[src/rtl/srt_pkg.sv]
package srt_pkg;
  typedef enum logic [1:0] {RG_ACTIVE, RG_DARK, RG_VBLANK} row_region_e;
  localparam int unsigned MIN_DARK = 4;
endpackage

[src/rtl/srt_cfg_latch.sv]
module srt_cfg_latch import srt_pkg::*; #(
  parameter int ROW_W  = 10,
  parameter int COL_W  = 12,
  parameter int DARK_W = 4,
  parameter int EXP_W  = 12,
  parameter int TOT_W  = 12
) (
  input  logic              clk,
  input  logic              rst,
  input  logic              load,
  input  logic [ROW_W-1:0]  act_rows_m1,
  input  logic [COL_W-1:0]  act_cols,
  input  logic [COL_W-1:0]  hblank,
  input  logic [ROW_W-1:0]  vblank,
  input  logic [DARK_W-1:0] dark_rows,
  input  logic [EXP_W-1:0]  expo_rows,
  input  logic              pol_h,
  input  logic              pol_v,
  output logic [TOT_W-1:0]  q_act_rows,
  output logic [TOT_W-1:0]  q_dark_end,
  output logic [TOT_W-1:0]  q_tot_rows,
  output logic [COL_W-1:0]  q_act_cols,
  output logic [COL_W-1:0]  q_row_len,
  output logic [TOT_W-1:0]  q_expo_rows,
  output logic              q_expo_err,
  output logic              q_pol_h,
  output logic              q_pol_v
);
  localparam int CMP_W = (EXP_W > TOT_W) ? EXP_W : TOT_W;
  localparam logic [COL_W:0] LEN_MAX = {1'b0, {COL_W{1'b1}}};

  logic [COL_W:0]   len_sum;
  logic [COL_W-1:0] len_n;
  logic [TOT_W-1:0] dark_n, act_n, dark_end_n, tot_n, expo_n;
  logic             err_n;

  always_comb begin
    len_sum = {1'b0, act_cols} + {1'b0, hblank};
    if (len_sum > LEN_MAX)   len_n = LEN_MAX[COL_W-1:0];
    else if (len_sum == '0)  len_n = COL_W'(1);
    else                     len_n = len_sum[COL_W-1:0];

    if (TOT_W'(dark_rows) < TOT_W'(MIN_DARK)) dark_n = TOT_W'(MIN_DARK);
    else                                      dark_n = TOT_W'(dark_rows);

    act_n      = TOT_W'(act_rows_m1) + TOT_W'(1);
    dark_end_n = act_n + dark_n;
    tot_n      = dark_end_n + TOT_W'(vblank);

    err_n  = CMP_W'(expo_rows) > CMP_W'(tot_n);
    expo_n = err_n ? tot_n : TOT_W'(expo_rows);
  end

  always_ff @(posedge clk) begin
    if (rst) begin
      q_act_rows  <= '0;
      q_dark_end  <= '0;
      q_tot_rows  <= '0;
      q_act_cols  <= '0;
      q_row_len   <= '0;
      q_expo_rows <= '0;
      q_expo_err  <= 1'b0;
      q_pol_h     <= 1'b0;
      q_pol_v     <= 1'b0;
    end else if (load) begin
      q_act_rows  <= act_n;
      q_dark_end  <= dark_end_n;
      q_tot_rows  <= tot_n;
      q_act_cols  <= act_cols;
      q_row_len   <= len_n;
      q_expo_rows <= expo_n;
      q_expo_err  <= err_n;
      q_pol_h     <= pol_h;
      q_pol_v     <= pol_v;
    end
  end
endmodule

[src/rtl/srt_scan.sv]
module srt_scan #(
  parameter int COL_W = 12,
  parameter int TOT_W = 12
) (
  input  logic             clk,
  input  logic             rst,
  input  logic [COL_W-1:0] row_len,
  input  logic [TOT_W-1:0] tot_rows,
  output logic [COL_W-1:0] col,
  output logic [TOT_W-1:0] row,
  output logic             primed,
  output logic             row_end,
  output logic             load
);
  always_comb begin
    row_end = primed && (col == row_len - COL_W'(1));
    load    = !primed || (row_end && (row == tot_rows - TOT_W'(1)));
  end

  always_ff @(posedge clk) begin
    if (rst) begin
      col    <= '0;
      row    <= '0;
      primed <= 1'b0;
    end else if (load) begin
      col    <= '0;
      row    <= '0;
      primed <= 1'b1;
    end else if (row_end) begin
      col <= '0;
      row <= row + TOT_W'(1);
    end else begin
      col <= col + COL_W'(1);
    end
  end
endmodule

[src/rtl/srt_out.sv]
module srt_out import srt_pkg::*; #(
  parameter int COL_W = 12,
  parameter int TOT_W = 12
) (
  input  logic             clk,
  input  logic             rst,
  input  logic             primed,
  input  logic             row_end,
  input  logic [COL_W-1:0] col,
  input  logic [TOT_W-1:0] row,
  input  logic [TOT_W-1:0] act_rows,
  input  logic [TOT_W-1:0] dark_end,
  input  logic [COL_W-1:0] act_cols,
  input  logic [TOT_W-1:0] expo_rows,
  input  logic             pol_h,
  input  logic             pol_v,
  output logic             hsync,
  output logic             vsync,
  output logic             data_valid,
  output logic [COL_W-1:0] pix_col,
  output logic             expo_done
);
  row_region_e region;
  logic        hs_act, vs_act, expo_hit;

  always_comb begin
    if (row < act_rows)      region = RG_ACTIVE;
    else if (row < dark_end) region = RG_DARK;
    else                     region = RG_VBLANK;
    hs_act   = primed && (col < act_cols);
    vs_act   = primed && (row == '0);
    expo_hit = row_end && (expo_rows != '0) && (row == expo_rows - TOT_W'(1));
  end

  always_ff @(posedge clk) begin
    if (rst) begin
      hsync      <= 1'b0;
      vsync      <= 1'b0;
      data_valid <= 1'b0;
      pix_col    <= '0;
      expo_done  <= 1'b0;
    end else begin
      hsync      <= pol_h ^ hs_act;
      vsync      <= pol_v ^ vs_act;
      data_valid <= hs_act && (region == RG_ACTIVE);
      pix_col    <= col;
      expo_done  <= expo_hit;
    end
  end
endmodule

[src/rtl/sensor_readout_timer.sv]
module sensor_readout_timer #(
  parameter int ROW_W  = 10,
  parameter int COL_W  = 12,
  parameter int DARK_W = 4,
  parameter int EXP_W  = ROW_W + 2
) (
  input  logic              clk,
  input  logic              rst,
  input  logic [ROW_W-1:0]  cfg_act_rows_m1,
  input  logic [COL_W-1:0]  cfg_act_cols,
  input  logic [COL_W-1:0]  cfg_hblank,
  input  logic [ROW_W-1:0]  cfg_vblank,
  input  logic [DARK_W-1:0] cfg_dark_rows,
  input  logic [EXP_W-1:0]  cfg_expo_rows,
  input  logic              cfg_pol_hsync,
  input  logic              cfg_pol_vsync,
  output logic              hsync,
  output logic              vsync,
  output logic              data_valid,
  output logic [COL_W-1:0]  pix_col,
  output logic              expo_done,
  output logic              expo_err
);
  localparam int TOT_W = ROW_W + 2;

  logic [TOT_W-1:0] q_act_rows, q_dark_end, q_tot_rows, q_expo_rows;
  logic [COL_W-1:0] q_act_cols, q_row_len;
  logic             q_pol_h, q_pol_v;
  logic [COL_W-1:0] scan_col;
  logic [TOT_W-1:0] scan_row;
  logic             scan_primed, scan_row_end, scan_load;

  srt_cfg_latch #(.ROW_W(ROW_W), .COL_W(COL_W), .DARK_W(DARK_W),
                  .EXP_W(EXP_W), .TOT_W(TOT_W)) u_cfg (
    .clk(clk), .rst(rst), .load(scan_load),
    .act_rows_m1(cfg_act_rows_m1), .act_cols(cfg_act_cols),
    .hblank(cfg_hblank), .vblank(cfg_vblank), .dark_rows(cfg_dark_rows),
    .expo_rows(cfg_expo_rows), .pol_h(cfg_pol_hsync), .pol_v(cfg_pol_vsync),
    .q_act_rows(q_act_rows), .q_dark_end(q_dark_end), .q_tot_rows(q_tot_rows),
    .q_act_cols(q_act_cols), .q_row_len(q_row_len), .q_expo_rows(q_expo_rows),
    .q_expo_err(expo_err), .q_pol_h(q_pol_h), .q_pol_v(q_pol_v)
  );

  srt_scan #(.COL_W(COL_W), .TOT_W(TOT_W)) u_scan (
    .clk(clk), .rst(rst), .row_len(q_row_len), .tot_rows(q_tot_rows),
    .col(scan_col), .row(scan_row), .primed(scan_primed),
    .row_end(scan_row_end), .load(scan_load)
  );

  srt_out #(.COL_W(COL_W), .TOT_W(TOT_W)) u_out (
    .clk(clk), .rst(rst), .primed(scan_primed), .row_end(scan_row_end),
    .col(scan_col), .row(scan_row), .act_rows(q_act_rows),
    .dark_end(q_dark_end), .act_cols(q_act_cols), .expo_rows(q_expo_rows),
    .pol_h(q_pol_h), .pol_v(q_pol_v),
    .hsync(hsync), .vsync(vsync), .data_valid(data_valid),
    .pix_col(pix_col), .expo_done(expo_done)
  );
endmodule

[config.mk]
export PLATFORM = sky130hd
export DESIGN_NAME = sensor_readout_timer
export DESIGN_NICKNAME = d
export VERILOG_FILES = /design/src/rtl/srt_pkg.sv /design/src/rtl/srt_cfg_latch.sv /design/src/rtl/srt_scan.sv /design/src/rtl/srt_out.sv /design/src/rtl/sensor_readout_timer.sv
export SDC_FILE = /design/constraint.sdc
export NUM_CORES = 1
export LEC_CHECK = 0
export ABC_CLOCK_PERIOD_IN_PS = 17700
export BUFFER_PORTS_ARGS = -buffer_cell sky130_fd_sc_hd__clkbuf_2
export CELL_PAD_IN_SITES_DETAIL_PLACEMENT = 0
export CELL_PAD_IN_SITES_GLOBAL_PLACEMENT = 1
export CORE_ASPECT_RATIO = 1.75
export CORE_UTILIZATION = 39
export CTS_BUF_LIST = sky130_fd_sc_hd__clkbuf_2
export DETAILED_ROUTE_END_ITERATION = 16
export GPL_TIMING_DRIVEN = 0
export PLACE_DENSITY = 0.69
export SYNTH_ARGS = -nofsm -noshare
export SYNTH_HDL_FRONTEND = slang
export SYNTH_HIERARCHICAL = 1
export SYNTH_SLANG_ARGS = --single-unit
export TNS_END_PERCENT = 5
[constraint.sdc]
create_clock -name clk -period 17.7 [get_ports clk]
set_clock_uncertainty 0.15 [all_clocks]
set_input_delay 3.54 -clock clk [delete_from_list [all_inputs] [get_ports clk]]
set_output_delay 3.54 -clock clk [all_outputs]
set_load 0.02 [all_outputs]
==> flow_summary.json <==
{
  "setup.worst_path.start_class": "primary input",
  "crit_chain": "clkbuf_2, ha_1, fa_1, a21o_1, a21oi_1, xor2_1, ha_1, nor2b_1, a311oi_1, a2111oi_0, o31a_1, inv_1, ha_1, a21oi_1, o21ai_0, o31ai_4, clkbuf_1, nand2_1, a311oi_1",
  "grt_pass1_wl_mm": 33.5,
  "worstMarginPinSlew_ps": 1360,
  "root_buffer": "clkbuf_2",
  "drive_gt1_share_pct": 13.2,
  "synth-warning-count": 6,
  "drtIter0Drc": 223,
  "dpl.hpwl_mm": 17.5,
  "crit_top_cell": "ha_1",
  "rsz0062_at_grt": "no",
  "use_met1_pct": 21.4,
  "critPathMaxStageDelay_ps": 550,
  "grt_max_degree": 19,
  "slew_viol_final": 0,
  "cts_tree": "yes",
  "status": "finished clean",
  "port_buffers": 80,
  "fp.dieArea_um2": 19400,
  "regToRegStartpoint": "u_cfg/q_row_len[0]",
  "drc_errors": 0,
  "ios": 81,
  "netlist_instances": 883,
  "hold_path_depth": 2,
  "cts_hold_buf": 0,
  "crit_path_end_kind": "flip-flop",
  "finalSetupViolations": 0,
  "grt_antenna_before_repair": 1,
  "avgSynthCellArea_um2": 8.34,
  "start_util_pct": 39.8,
  "dieHeight_um": 184,
  "r2r_end": "u_cfg/q_act_rows[10]",
  "clk_pin_slew_ps": 280,
  "clock_latency_ps": 630,
  "hold_class": "reg -> reg",
  "min_to": "u_cfg/q_act_rows[10]",
  "crit_path_max_fanout": 10,
  "reg2reg_slack_ps": 12290,
  "grt-busiest-layer": "met2",
  "stdcell_area_um2": 8180,
  "p_leak_nw": 3.45,
  "dpl_cell_area_um2": 8060,
  "grt.total_usage_pct": 22.6,
  "ff2ff_path_depth": 13,
  "fill_cells": 1976,
  "required_ps": 18110,
  "detail-route-antenna-nets": 0,
  "slew_headroom_pct": 7.77,
  "fin_crit_sh_pct": 48.0,
  "hold_violations": 0,
  "drt-total-wl_mm": 21.3,
  "fin_tns_setup_ps": 0,
  "vias_per_cell": 5.36,
  "holdCritStartpoint": "u_cfg/q_act_rows[10]",
  "cp_slowest_cell": "a311oi_1",
  "clockBufferDepth": 2,
  "cts_setup_buffers": 0,
  "netlist_area_um2": 7360,
  "grt-ovfl-total": 0,
  "gp_congestion": 0.832,
  "drt-pass1-iter-count": 5,
  "std_cell_rows": 66,
  "cts_max_level": 3,
  "cts_sinks": 103,
  "peakVddDrop_mv": 0.0342,
  "grt_util_met3_pct": 1.95,
  "worst-setup-path-type": "in -> reg",
  "crit_arrival_ps": 8910,
  "area_growth_pct": 11.2,
  "period_needed_ps": 8500,
  "die_x_um": 106,
  "fmax_mhz": 118,
  "power_density_nw_per_um2": 77.6,
  "num_vias": 6525,
  "wl_per_cell_um": 17.5,
  "cts-buffers-inserted": 9,
  "syn_nets": 1017,
  "cts_resized": 0,
  "nNetsFinal": 1108,
  "drv_cap": 0,
  "core-area_um2": 18500,
  "met2_usage_pct": 47.7,
  "grt_pass1_vias": 6386
}
-- layout make-up --
class | instances | area (um2) | area share [%]
buffer | 34 | 149 | 1.82
clock inverter | 7 | 77.6 | 0.948
multi-input combinational | 686 | 4920 | 60.2
sequential | 103 | 2060 | 25.2
timing repair buffer | 80 | 400 | 4.89
tap | 238 | 298 | 3.64
clock buffer | 9 | 45.0 | 0.550
antenna | 1 | 2.50 | 0.0306
inverter | 60 | 225 | 2.75
-- worst max-delay path: cells and delay by family --
kind	cells	cell delay, ps
AND/OR/NAND/NOR	2	270
adder cells (fa/ha/maj)	4	1440
AO/OA/AOI/OAI	9	2740
XOR/XNOR	1	310
buffers and inverters	3	600
-- how the worst max path moves through the flow --
stage,start,end,cells past startpoint
finish,cfg_act_rows_m1[0],u_cfg/q_expo_rows[2],19
global route,cfg_act_rows_m1[0],u_cfg/q_expo_rows[2],18
CTS,cfg_act_rows_m1[0],u_cfg/q_expo_rows[2],18
detailed placement,cfg_act_rows_m1[0],u_cfg/q_expo_rows[7],18
global placement,cfg_act_rows_m1[0],u_cfg/q_expo_rows[0],18
floorplan,cfg_act_rows_m1[0],u_cfg/q_expo_rows[0],18
-- where the power goes --
part | internal, W | total [W] | switching (W)
sequential | 0.000249 | 0.000269 | 0.0000202
clock | 0.0000343 | 0.000121 | 0.0000867
combinational | 0.000103 | 0.000245 | 0.000142
-- flip-flops by register name, summed over array words and instances (netlist names) --
register	count
u_out/expo_done	1
u_cfg/q_act_cols	12
u_cfg/q_act_rows	11
u_cfg/q_expo_rows	12
u_out/pix_col	12
u_out/vsync	1
u_scan/col	12
u_cfg/q_row_len	12
u_out/hsync	1
u_cfg/q_pol_v	1
u_out/data_valid	1
u_cfg/q_pol_h	1
u_cfg/q_expo_err	1
u_cfg/q_tot_rows	12
u_scan/row	12
u_scan/primed	1
-- cell usage in the layout, fill, tap and decap left out, types with 9 or more instances in the layout --
master,instances
o211ai_1,9
nand4_1,17
nand3_1,26
nand2b_1,9
dfxtp_1,103
o21ai_0,23
or3_1,9
nand2_1,46
a211oi_1,24
nor2_1,113
inv_1,60
clkbuf_2,89
mux2i_1,27
clkbuf_1,23
xor2_1,38
a21oi_1,46
ha_1,67
nor2b_1,24
xnor2_1,46
a311oi_1,9
nor3_1,15
o31ai_1,9
a21o_1,16
-- through the flow --
stage | utilization, % | worst slack [ps] | power [W] | hold WS, ps | instances
global placement | 43.6 | 8530 | 0.000519 | 304 | 1201
detailed placement | 43.6 | 8530 | 0.000519 | 308 | 1201
global route | 44.2 | 8930 | 0.000680 | 341 | 1218
floorplan | - | 9640 | 0.000449 | 291 | 883
CTS | 44.2 | 9230 | 0.000642 | 336 | 1217
finish | 44.2 | 9200 | 0.000635 | 332 | 1218
-- metal layers --
metal	up-vias	routed length, um
met3	28	429
met2	107	12500
met5	-	0
met4	0	631
li1	3336	-
met1	3054	7800
No activity file was read; power rests on OpenSTA's default activity.
